--- config.mk ---
export PLATFORM = sky130hd
export DESIGN_NAME = phase_fold_meter
export DESIGN_NICKNAME = d
export VERILOG_FILES = /design/src/rtl/pfm_pkg.sv /design/src/rtl/pfm_sync.sv /design/src/rtl/pfm_core.sv /design/src/rtl/pfm_fold_fix.sv /design/src/rtl/phase_fold_meter.sv
export SDC_FILE = /design/constraint.sdc
export NUM_CORES = 1
export LEC_CHECK = 0
export ABC_CLOCK_PERIOD_IN_PS = 151500
export BUFFER_PORTS_ARGS = -buffer_cell sky130_fd_sc_hd__buf_4
export CORE_ASPECT_RATIO = 1.75
export CORE_MARGIN = 5
export CORE_UTILIZATION = 40
export DETAILED_ROUTE_END_ITERATION = 6
export GPL_ROUTABILITY_DRIVEN = 0
export MAX_ROUTING_LAYER = met4
export PLACE_DENSITY = 0.67
export SLEW_MARGIN = 20
export SYNTH_ARGS = -nofsm -noshare
export SYNTH_HDL_FRONTEND = slang
export SYNTH_HIERARCHICAL = 1
export SYNTH_SLANG_ARGS = --single-unit
--- constraint.sdc ---
create_clock -name clk -period 151.5 [get_ports clk]
set_input_delay 15.15 -clock clk [delete_from_list [all_inputs] [get_ports clk]]
set_output_delay 15.15 -clock clk [all_outputs]
set_load 0.02 [all_outputs]
--- src/rtl/pfm_pkg.sv ---
package pfm_pkg;
    localparam int DEG_W = 9;

    typedef enum logic [1:0] {
        ST_IDLE  = 2'd0,
        ST_ARMED = 2'd1,
        ST_PER   = 2'd2,
        ST_RUN   = 2'd3
    } stage_e;
endpackage

--- src/rtl/pfm_sync.sv ---
module pfm_sync #(
    parameter int W = 2
) (
    input  logic         clk,
    input  logic         rst_n,
    input  logic [W-1:0] din,
    output logic [W-1:0] lvl,
    output logic [W-1:0] prv
);
    typedef struct packed {
        logic [W-1:0] s1;
        logic [W-1:0] s2;
        logic [W-1:0] s3;
    } sync_s;

    sync_s r_q, r_d;

    always_comb begin
        r_d    = r_q;
        r_d.s1 = din;
        r_d.s2 = r_q.s1;
        r_d.s3 = r_q.s2;
    end

    always_ff @(posedge clk) begin
        if (!rst_n) r_q <= '0;
        else        r_q <= r_d;
    end

    assign lvl = r_q.s2;
    assign prv = r_q.s3;

    // a detected rising edge can never repeat on the next cycle
    for (genvar i = 0; i < W; i++) begin : g_chk
        p_single_rise_r1: assert property (@(posedge clk) disable iff (!rst_n)
            (lvl[i] && !prv[i]) |=> !(lvl[i] && !prv[i]));
    end
endmodule

--- src/rtl/pfm_core.sv ---
module pfm_core import pfm_pkg::*; #(
    parameter int CNT_W   = 16,
    parameter int TIMEOUT = 4096
) (
    input  logic             clk,
    input  logic             rst_n,
    input  logic             a_lvl,
    input  logic             a_prv,
    input  logic             b_lvl,
    input  logic             b_prv,
    output logic             done_o,
    output logic [CNT_W-1:0] dly_o,
    output logic [CNT_W-1:0] per_o,
    output logic             quad_o
);
    localparam logic [CNT_W-1:0] TO_LAST = CNT_W'(TIMEOUT - 1);

    typedef struct packed {
        stage_e           st;
        logic [CNT_W-1:0] t;
        logic [CNT_W-1:0] per;
        logic [CNT_W-1:0] dly;
        logic             seen;
        logic             q;
        logic             qp;
    } core_s;

    core_s r_q, r_d;

    logic             a_rise;
    logic             q_eff;
    logic             bf_now;
    logic             bf_old;
    logic             bf_rise;
    logic             measuring;
    logic [CNT_W-1:0] elapsed;
    logic             done;

    always_comb begin
        a_rise    = a_lvl & ~a_prv;
        measuring = (r_q.st == ST_PER) || (r_q.st == ST_RUN);
        // the flag about to be applied governs an edge that coincides with A
        q_eff     = (a_rise && measuring) ? r_q.qp : r_q.q;
        bf_now    = b_lvl ^ ~q_eff;
        bf_old    = b_prv ^ ~q_eff;
        bf_rise   = bf_now & ~bf_old;
        elapsed   = r_q.t + 1'b1;

        r_d  = r_q;
        done = 1'b0;
        if (a_rise) begin
            r_d.t    = '0;
            r_d.seen = bf_rise;
            r_d.dly  = '0;
            unique case (r_q.st)
                ST_IDLE:  r_d.st = ST_ARMED;
                ST_ARMED: begin
                    r_d.st  = ST_PER;
                    r_d.per = elapsed;
                end
                ST_PER: begin
                    r_d.st  = ST_RUN;
                    r_d.per = elapsed;
                    r_d.q   = r_q.qp;
                end
                default: begin
                    r_d.per = elapsed;
                    r_d.q   = r_q.qp;
                    done    = r_q.seen;
                end
            endcase
        end else begin
            if (r_q.t == TO_LAST) r_d.st = ST_IDLE;
            else                  r_d.t  = elapsed;
            if (bf_rise && !r_q.seen) begin
                r_d.seen = 1'b1;
                r_d.dly  = elapsed;
            end
            if (measuring && (elapsed == (r_q.per >> 2))) r_d.qp = b_lvl;
        end
    end

    always_ff @(posedge clk) begin
        if (!rst_n) begin
            r_q      <= '0;
            r_q.st   <= ST_IDLE;
            r_q.q    <= 1'b1;
            r_q.qp   <= 1'b1;
        end else begin
            r_q <= r_d;
        end
    end

    assign done_o = done;
    assign dly_o  = r_q.dly;
    assign per_o  = elapsed;
    assign quad_o = r_q.q;

    // the latched delay always falls inside the period it closes
    p_dly_in_period_r4: assert property (@(posedge clk) disable iff (!rst_n)
        done_o |-> (dly_o < per_o));

    // an expired window drops the chain back to idle
    p_timeout_idle_r8: assert property (@(posedge clk) disable iff (!rst_n)
        (r_q.t == TO_LAST && !a_rise) |=> (r_q.st == ST_IDLE));

    // the applied flag only moves on a reference edge
    p_flag_steady_r3: assert property (@(posedge clk) disable iff (!rst_n)
        !a_rise |=> $stable(r_q.q));
endmodule

--- src/rtl/pfm_fold_fix.sv ---
module pfm_fold_fix import pfm_pkg::*; #(
    parameter int CNT_W = 16
) (
    input  logic                    [CNT_W-1:0] dly,
    input  logic                    [CNT_W-1:0] per,
    input  logic                                quad,
    output logic signed [DEG_W-1:0]             deg
);
    localparam int PW = CNT_W + 9;
    localparam logic signed [DEG_W-1:0] HALF = DEG_W'(180);

    logic                    neg;
    logic        [CNT_W-1:0] mag;
    logic        [PW-1:0]    prod;
    logic        [PW-1:0]    quo;
    logic signed [DEG_W-1:0] fold_u;
    logic signed [DEG_W-1:0] fold_s;

    always_comb begin
        neg    = {dly, 1'b0} > {1'b0, per};
        mag    = neg ? (per - dly) : dly;
        prod   = PW'(mag) * PW'(360);
        quo    = (per == '0) ? '0 : (prod / PW'(per));
        fold_u = $signed(DEG_W'(quo));
        fold_s = neg ? -fold_u : fold_u;
        if (quad)     deg = fold_s;
        else if (neg) deg = fold_s + HALF;
        else          deg = fold_s - HALF;
    end
endmodule

--- src/rtl/phase_fold_meter.sv ---
module phase_fold_meter import pfm_pkg::*; #(
    parameter int CNT_W   = 16,
    parameter int TIMEOUT = 4096
) (
    input  logic                    clk,
    input  logic                    rst_n,
    input  logic                    sig_a,
    input  logic                    sig_b,
    output logic signed [DEG_W-1:0] phase_deg,
    output logic                    phase_vld,
    output logic                    quad_ok
);
    typedef struct packed {
        logic signed [DEG_W-1:0] phase;
        logic                    vld;
        logic                    quad;
    } out_s;

    out_s r_q, r_d;

    logic [1:0]              lvl;
    logic [1:0]              prv;
    logic                    done;
    logic [CNT_W-1:0]        dly;
    logic [CNT_W-1:0]        per;
    logic                    quad;
    logic signed [DEG_W-1:0] fix_deg;

    pfm_sync #(.W(2)) u_sync (
        .clk   (clk),
        .rst_n (rst_n),
        .din   ({sig_b, sig_a}),
        .lvl   (lvl),
        .prv   (prv)
    );

    pfm_core #(.CNT_W(CNT_W), .TIMEOUT(TIMEOUT)) u_core (
        .clk    (clk),
        .rst_n  (rst_n),
        .a_lvl  (lvl[0]),
        .a_prv  (prv[0]),
        .b_lvl  (lvl[1]),
        .b_prv  (prv[1]),
        .done_o (done),
        .dly_o  (dly),
        .per_o  (per),
        .quad_o (quad)
    );

    pfm_fold_fix #(.CNT_W(CNT_W)) u_fix (
        .dly  (dly),
        .per  (per),
        .quad (quad),
        .deg  (fix_deg)
    );

    always_comb begin
        r_d     = r_q;
        r_d.vld = done;
        if (done) begin
            r_d.phase = fix_deg;
            r_d.quad  = quad;
        end
    end

    always_ff @(posedge clk) begin
        if (!rst_n) begin
            r_q.phase <= '0;
            r_q.vld   <= 1'b0;
            r_q.quad  <= 1'b1;
        end else begin
            r_q <= r_d;
        end
    end

    assign phase_deg = r_q.phase;
    assign phase_vld = r_q.vld;
    assign quad_ok   = r_q.quad;

    // every reading stays on the circle
    p_out_range_r6: assert property (@(posedge clk) disable iff (!rst_n)
        phase_vld |-> (phase_deg >= -180 && phase_deg <= 180));

    // strobe is a single-cycle pulse
    p_pulse_r7: assert property (@(posedge clk) disable iff (!rst_n)
        phase_vld |=> !phase_vld);

    // reading holds while no strobe is raised
    p_hold_r7: assert property (@(posedge clk) disable iff (!rst_n)
        !phase_vld |-> $stable(phase_deg));
endmodule

==> impl_metrics.csv, run 1 <==
group,metric,value,unit
cts,post_cts_resized,0,
sta,slew_headroom,28.2,%
sta,fin_crit,72000,ps
worst_setup_path,endpoint_kind,"flop",
worst_setup_path,cp_max_fo,30,
placed_design,dp_hpwl,61900,µm
worst_setup_path,arrival,72220,ps
cts,clockRootBuffer,"clkbuf_16",
synthesis,yosys_warnings,6,
global_routing,grt_usage,25.1,%
worst_setup_path,r2r-end,"phase_deg[8]",
worst_setup_path,critPathTopFamily,"compound AO/OA/AOI/OAI gates",
status,status,"complete, no violations",
final_layout,antenna_cells,0,
final_layout,drive_gt1_share,6.53,%
route,drc,0,
min_path,worstHoldStart,"u_sync/r_d[2]",
sta,period_share,47.5,%
placed_design,place_ws,80970,ps
global_routing,grt.overflow.total,0,
synthesis,synth_nets,3508,
route,antenna_left,0,
sta,slew_violations,0,
placed_design,io_buffers,14,
die,ios,15,
synthesis,ys.flop_type,"dfxtp_1",
die,die_h,323,µm
sta,worstMarginPinSlew,1070,ps
worst_setup_path,max_stage_delay,900,ps
final_layout,final_common_cell,"ha_1",
final_layout,area_delta_synth_final,4.85,%
synthesis,synth.area.top_cells,"ha_1 21%, dfxtp_1 6.1%, a21oi_1 5.8%",
die,initial_core_util,40.4,%
worst_setup_path,crit_top_cell,"o21ai_0",
synthesis,synth_top_area_share,20.7,%
cts,post_cts_buffers,0,
cts,cts_tree,"yes",
route,avgViaCountPerCell,6.21,
job,cap_violations,0,
sta,worst_slack,79500,ps
cts,cts.hold.buffers_added,0,
global_routing,grt_pass1_wl,120000,µm
synthesis,ys_seq_area_share,6.09,%
synthesis,netlist_instances,3114,
die,num_rows,114,
worst_setup_path,r2r_cells,302,
route,drt_iter0_markers,1228,
cts,numCtsBuffers,9,
worst_setup_path,critPathSlowestCell,"o21ai_0",
die,core,0.0553,mm²
cts,clkTransAtPathRegs,60,ps
route,routed_wirelength,77500,µm
route,wl_per_cell,20.5,µm
synthesis,synth_edf_count,0,
synthesis,yosys.area.top_type,"ha_1",
sta,rsz0062_at_grt,"no",
cts,htree_levels,3,
die,fp.dieW,189,µm
synthesis,syn_area,0.0223,mm²
worst_setup_path,worst-path-buf-inv,16,
sta,fin_skew,7.66,ps
worst_setup_path,start_kind,"flop",
sta,clock.fmax,13.9,MHz
global_routing,grt_max_degree,40,
worst_setup_path,reg2reg_setup_slack,79500,ps
cts,clkLatencyLatePin,330,ps
worst_setup_path,worstReg2RegStart,"u_core/r_q[35]",
final_layout,final_cell_mix,"369 x ha_1, 281 x nor2_1, 267 x nand2_1, 257 x a21oi_1, 186 x inv_1",
min_path,min_path_cells,1,
min_path,whs_endpoint,"u_sync/lvl[0]",
global_routing,grt_pass1_vias,23500,
route,vias,23500,
worst_setup_path,cp.required,151730,ps
global_routing,antenna_found_initial,0,
route,dr.pass1.iters,5,
sta,finalSetupViolations,0,
worst_setup_path,crit_type,"flop to flop",
synthesis,ys_seq_elements,68,
die,die_area,0.0609,mm²
final_layout,nets,3469,
cts,numClockSinks,68,
synthesis,yosysUniqueCellTypes,105,
sta,setup_tns,0,ps
min_path,min_path_type,"flop to flop",
cts,cts_buffer_depth,2,
sta,hold_viol_final,0,
synthesis,syn_area_per_cell,7.18,µm²
synthesis,async_flop_share,0,%
cell families (layout without fill, tap and decap cells):
| logic type | after synthesis | after routing | share of synthesized area, % |
|---|---|---|---|
| AOI/OAI and AO/OA | 972 | 972 | 28.9 |
| muxes | 108 | 108 | 5.25 |
| DFF | 68 | 68 | 6.09 |
| adders and majority gates | 391 | 391 | 22.6 |
| and+or+nand+nor | 1073 | 1073 | 23.4 |
| xor gates and xnor gates | 210 | 210 | 8.30 |
| buffers and inverters | 292 | 258 | 5.44 |
synthesized netlist by cell type (25+ instances only):
library cell	number
and2_1	32
nand3_1	76
a21oi_1	257
mux2i_1	36
clkbuf_1	57
mux2_2	71
nor2b_1	47
or3_1	32
o21a_1	97
o21ai_0	183
a21o_1	78
o31ai_1	41
o21bai_1	30
a31oi_1	27
nand2b_1	51
xor2_1	86
dfxtp_1	68
inv_1	186
a211oi_1	51
nand2_1	267
or2_2	25
nor3_1	123
and3_1	25
ha_1	369
nor2_1	282
o211ai_1	27
nand4_1	36
xnor2_1	123
layout make-up:
type                            count  area, µm²
Multi-Input combinational cell   2754      19800
Sequential cell                    68       1360
Clock inverter                      6       63.8
Tap cell                          696        871
Fill cell                        5792      31900
Inverter                          188        706
Timing Repair Buffer               54        405
Clock buffer                       10        239
worst max-delay path by stage:
stage	start	end	slack [ps]	depth (start not counted)
global placement	u_core/r_q[35]	phase_deg[8]	82180	301
global route	u_core/r_q[35]	phase_deg[8]	73290	307
CTS	u_core/r_q[35]	phase_deg[8]	80730	303
floorplan	u_core/r_q[36]	phase_deg[8]	88690	331
finish	u_core/r_q[35]	phase_deg[8]	79500	302
detailed placement	u_core/r_q[35]	phase_deg[8]	80970	303
state kept, by name, indices dropped and copies added, names as in the netlist, 2 cells and up:
register,flops
u_core/r_q,34
u_core/dly_o,16
phase_deg,9
u_sync/lvl,2
u_sync/prv,2
u_sync/r_d,2
layer usage:
layer	vias up	track usage (%)	wire length, µm
met5	-	-	0
met4	0	22.2	8580
met2	821	48.2	40500
met1	10800	21.2	25400
met3	454	2.36	2950
li1	11400	-	-
through the flow:
step	cell area (µm²)	utilization (%)	cells	hold slack, ps
floorplan	22300	-	3114	412
global placement	23100	41.8	3760	413
detailed placement	23100	41.8	3760	418
CTS	23400	42.3	3776	434
global route	23400	42.3	3776	456
finish	23400	42.3	3776	431
Power of run 1 is not shown: default switching activity piles up to over one toggle a cycle in this logic, so the estimate is an artifact.
==> run 2: changes to the inputs <==
ABC_CLOCK_PERIOD_IN_PS = 57900   (was 151500)
PLACE_DENSITY = 0.69   (was 0.67)
clock period = 57.9 ns   (was 151.5 ns; I/O delays follow)
==> run 2 against run 1 <==
  * Die area stayed put
  * Core utilization is 8.2 points higher
  * Non-clock buffer count is 312 higher
  * Setup slack worse by 78000 ps
  * Critical path depth is 4 lower
  * Design area is 19% higher
  * Sequential cell count stayed put
  * Via count is 7.5% higher
  * Register-to-register slack worse by 78000 ps
  * Largest cell class unchanged
  * Highest routed layer unchanged
==> impl_metrics.csv, run 2 (synthesis results as in run 1) <==
group,metric,value,unit
status,status,"complete, no violations",
worst_setup_path,reg2reg_setup_slack,2000,ps
final_layout,regMostFlops,"u_core/r_q",
die,fp.dieW,189,µm
cts,cts_buffer_depth,2,
final_layout,final_common_cell,"buf_4",
sta,worstMarginPinSlew,1100,ps
die,core,0.0553,mm²
worst_setup_path,r2r-end,"phase_deg[8]",
sta,finalSetupViolations,0,
die,initial_core_util,40.4,%
sta,fin_crit,55900,ps
route,dr.pass1.iters,7,
sta,holdWs,442,ps
final_layout,nets,3786,
final_layout,multiInputGateArea,0.0218,mm²
worst_setup_path,cp_max_fo,23,
final_layout,area_delta_synth_final,25.1,%
global_routing,antenna_found_initial,0,
die,die_area,0.0609,mm²
route,drc,0,
worst_setup_path,cp-startpoint,"u_core/r_q[35]",
cts,cts_tree,"yes",
route,routed_wirelength,81900,µm
final_layout,final_cell_mix,"347 x buf_4, 315 x ha_1, 257 x nand2_1, 257 x nor2_1, 193 x a21oi_1",
final_layout,stdcell_count,4093,
worst_setup_path,critPathSlowestCell,"o31ai_1",
sta,period_share,96.6,%
die,die_h,323,µm
min_path,worstHoldStart,"u_sync/r_d[2]",
die,ios,15,
worst_setup_path,r2r_cells,298,
global_routing,grt_pass1_wl,121000,µm
placed_design,io_buffers,14,
cts,clockRootBuffer,"clkbuf_16",
sta,fin_skew,4.16,ps
placed_design,dp_cells,3966,
final_layout,fin_util,50.5,%
route,vias,25200,
worst_setup_path,arrival,56130,ps
worst_setup_path,max_stage_delay,650,ps
cts,numClockSinks,68,
worst_setup_path,cp.required,58130,ps
route,drt_iter0_markers,1446,
final_layout,antenna_cells,0,
global_routing,grt_usage,25.0,%
job,cap_violations,0,
die,num_rows,114,
placed_design,dp_hpwl,62600,µm
sta,clock.fmax,17.9,MHz
global_routing,grt.overflow.total,0,
worst_setup_path,endpoint_kind,"flop",
route,wl_per_cell,20.0,µm
worst_setup_path,crit_top_cell,"ha_1",
cts,clkTransAtPathRegs,60,ps
min_path,min_path_type,"flop to flop",
final_layout,drive_gt1_share,24.1,%
route,avgViaCountPerCell,6.16,
sta,hold_viol_final,0,
cts,numCtsBuffers,9,
global_routing,grt_max_degree,40,
final_layout,largest_reg_flops,34,
global_routing,grt_pass1_vias,24300,
cts,htree_levels,3,
final_layout,regArea,0.00137,mm²
worst_setup_path,start_kind,"flop",
worst_setup_path,endpoint,"phase_deg[8]",
route,antenna_left,0,
final_layout,fill_cells,5290,
sta,slew_headroom,25.8,%
worst_setup_path,crit_type,"flop to flop",
cts,clkLatencyLatePin,330,ps
worst_setup_path,worstReg2RegStart,"u_core/r_q[35]",
sta,slew_violations,0,
[run 2: cell count changes in the layout (fill, tap and decap cells not counted), moves of 11 or more]
cell / previous run / this run
o21ai_1: 8 / 37
a21oi_1: 257 / 193
o21ai_0: 183 / 129
o31ai_1: 41 / 27
nor2_1: 281 / 257
ha_4: 0 / 43
ha_1: 369 / 315
nor2_2: 1 / 19
buf_4: 54 / 347
ha_2: 0 / 11
o21ai_2: 0 / 22
a21oi_2: 0 / 58
[run 2: worst min-delay path by stage]
stage                    end  slack, ps  depth (start not counted)
2_1_floorplan  u_sync/lvl[0]        410                          1
3_3_place_gp   u_sync/lvl[0]        430                          1
3_5_place_dp   u_sync/lvl[0]        430                          1
4_1_cts        u_sync/lvl[0]        450                          1
5_1_grt        u_sync/lvl[0]        470                          1
6_report       u_sync/lvl[0]        440                          1
[run 2: area by class of cell]
class,instances,area share (%)
timing repair buffer,366,10.4
tap,696,3.12
clock inverter,6,0.170
sequential,68,4.88
multi-input combinational,2759,78.1
inverter,188,2.55
clock buffer,10,0.855
[run 2: worst max-delay path: cells and delay by family (launching register included)]
kind,cells,cell delay [ps]
AOI/OAI and AO/OA,137,25750
xor gates and xnor gates,4,570
adders and majority gates,32,9210
buffers and inverters,27,4040
DFF,1,370
muxes,7,1660
and+or+nand+nor,91,14070
[run 2: metrics by stage]
| stage | cell area, µm² | worst slack (ps) | TNS, ps |
|---|---|---|---|
| finish | 27900 | 2000 | 0 |
| global route | 27900 | -921 | -2960 |
| CTS | 25500 | 23.7 | 0 |
| detailed placement | 25000 | -1630 | -6700 |
| global placement | 25000 | -1130 | -3700 |
| floorplan | 22700 | 26.8 | 0 |
[run 2: per-layer routing]
metal	vias to the layer above	wire, µm	GRT usage, %
li1	12000	-	-
met1	11800	27500	22.3
met2	897	42800	48.2
met3	464	3040	1.68
met4	0	8590	19.8
met5	-	0	-
[run 2: what timing repair did]
action,in CTS,in global routing
gates cloned,2,7
resized for setup,40,343
hold buffers,0,0
buffers inserted,11,92
endpoints found under the setup margin,8,9
pin swaps,8,172
endpoints found under the hold margin,0,0
Power of run 2 is left out for the same reason.
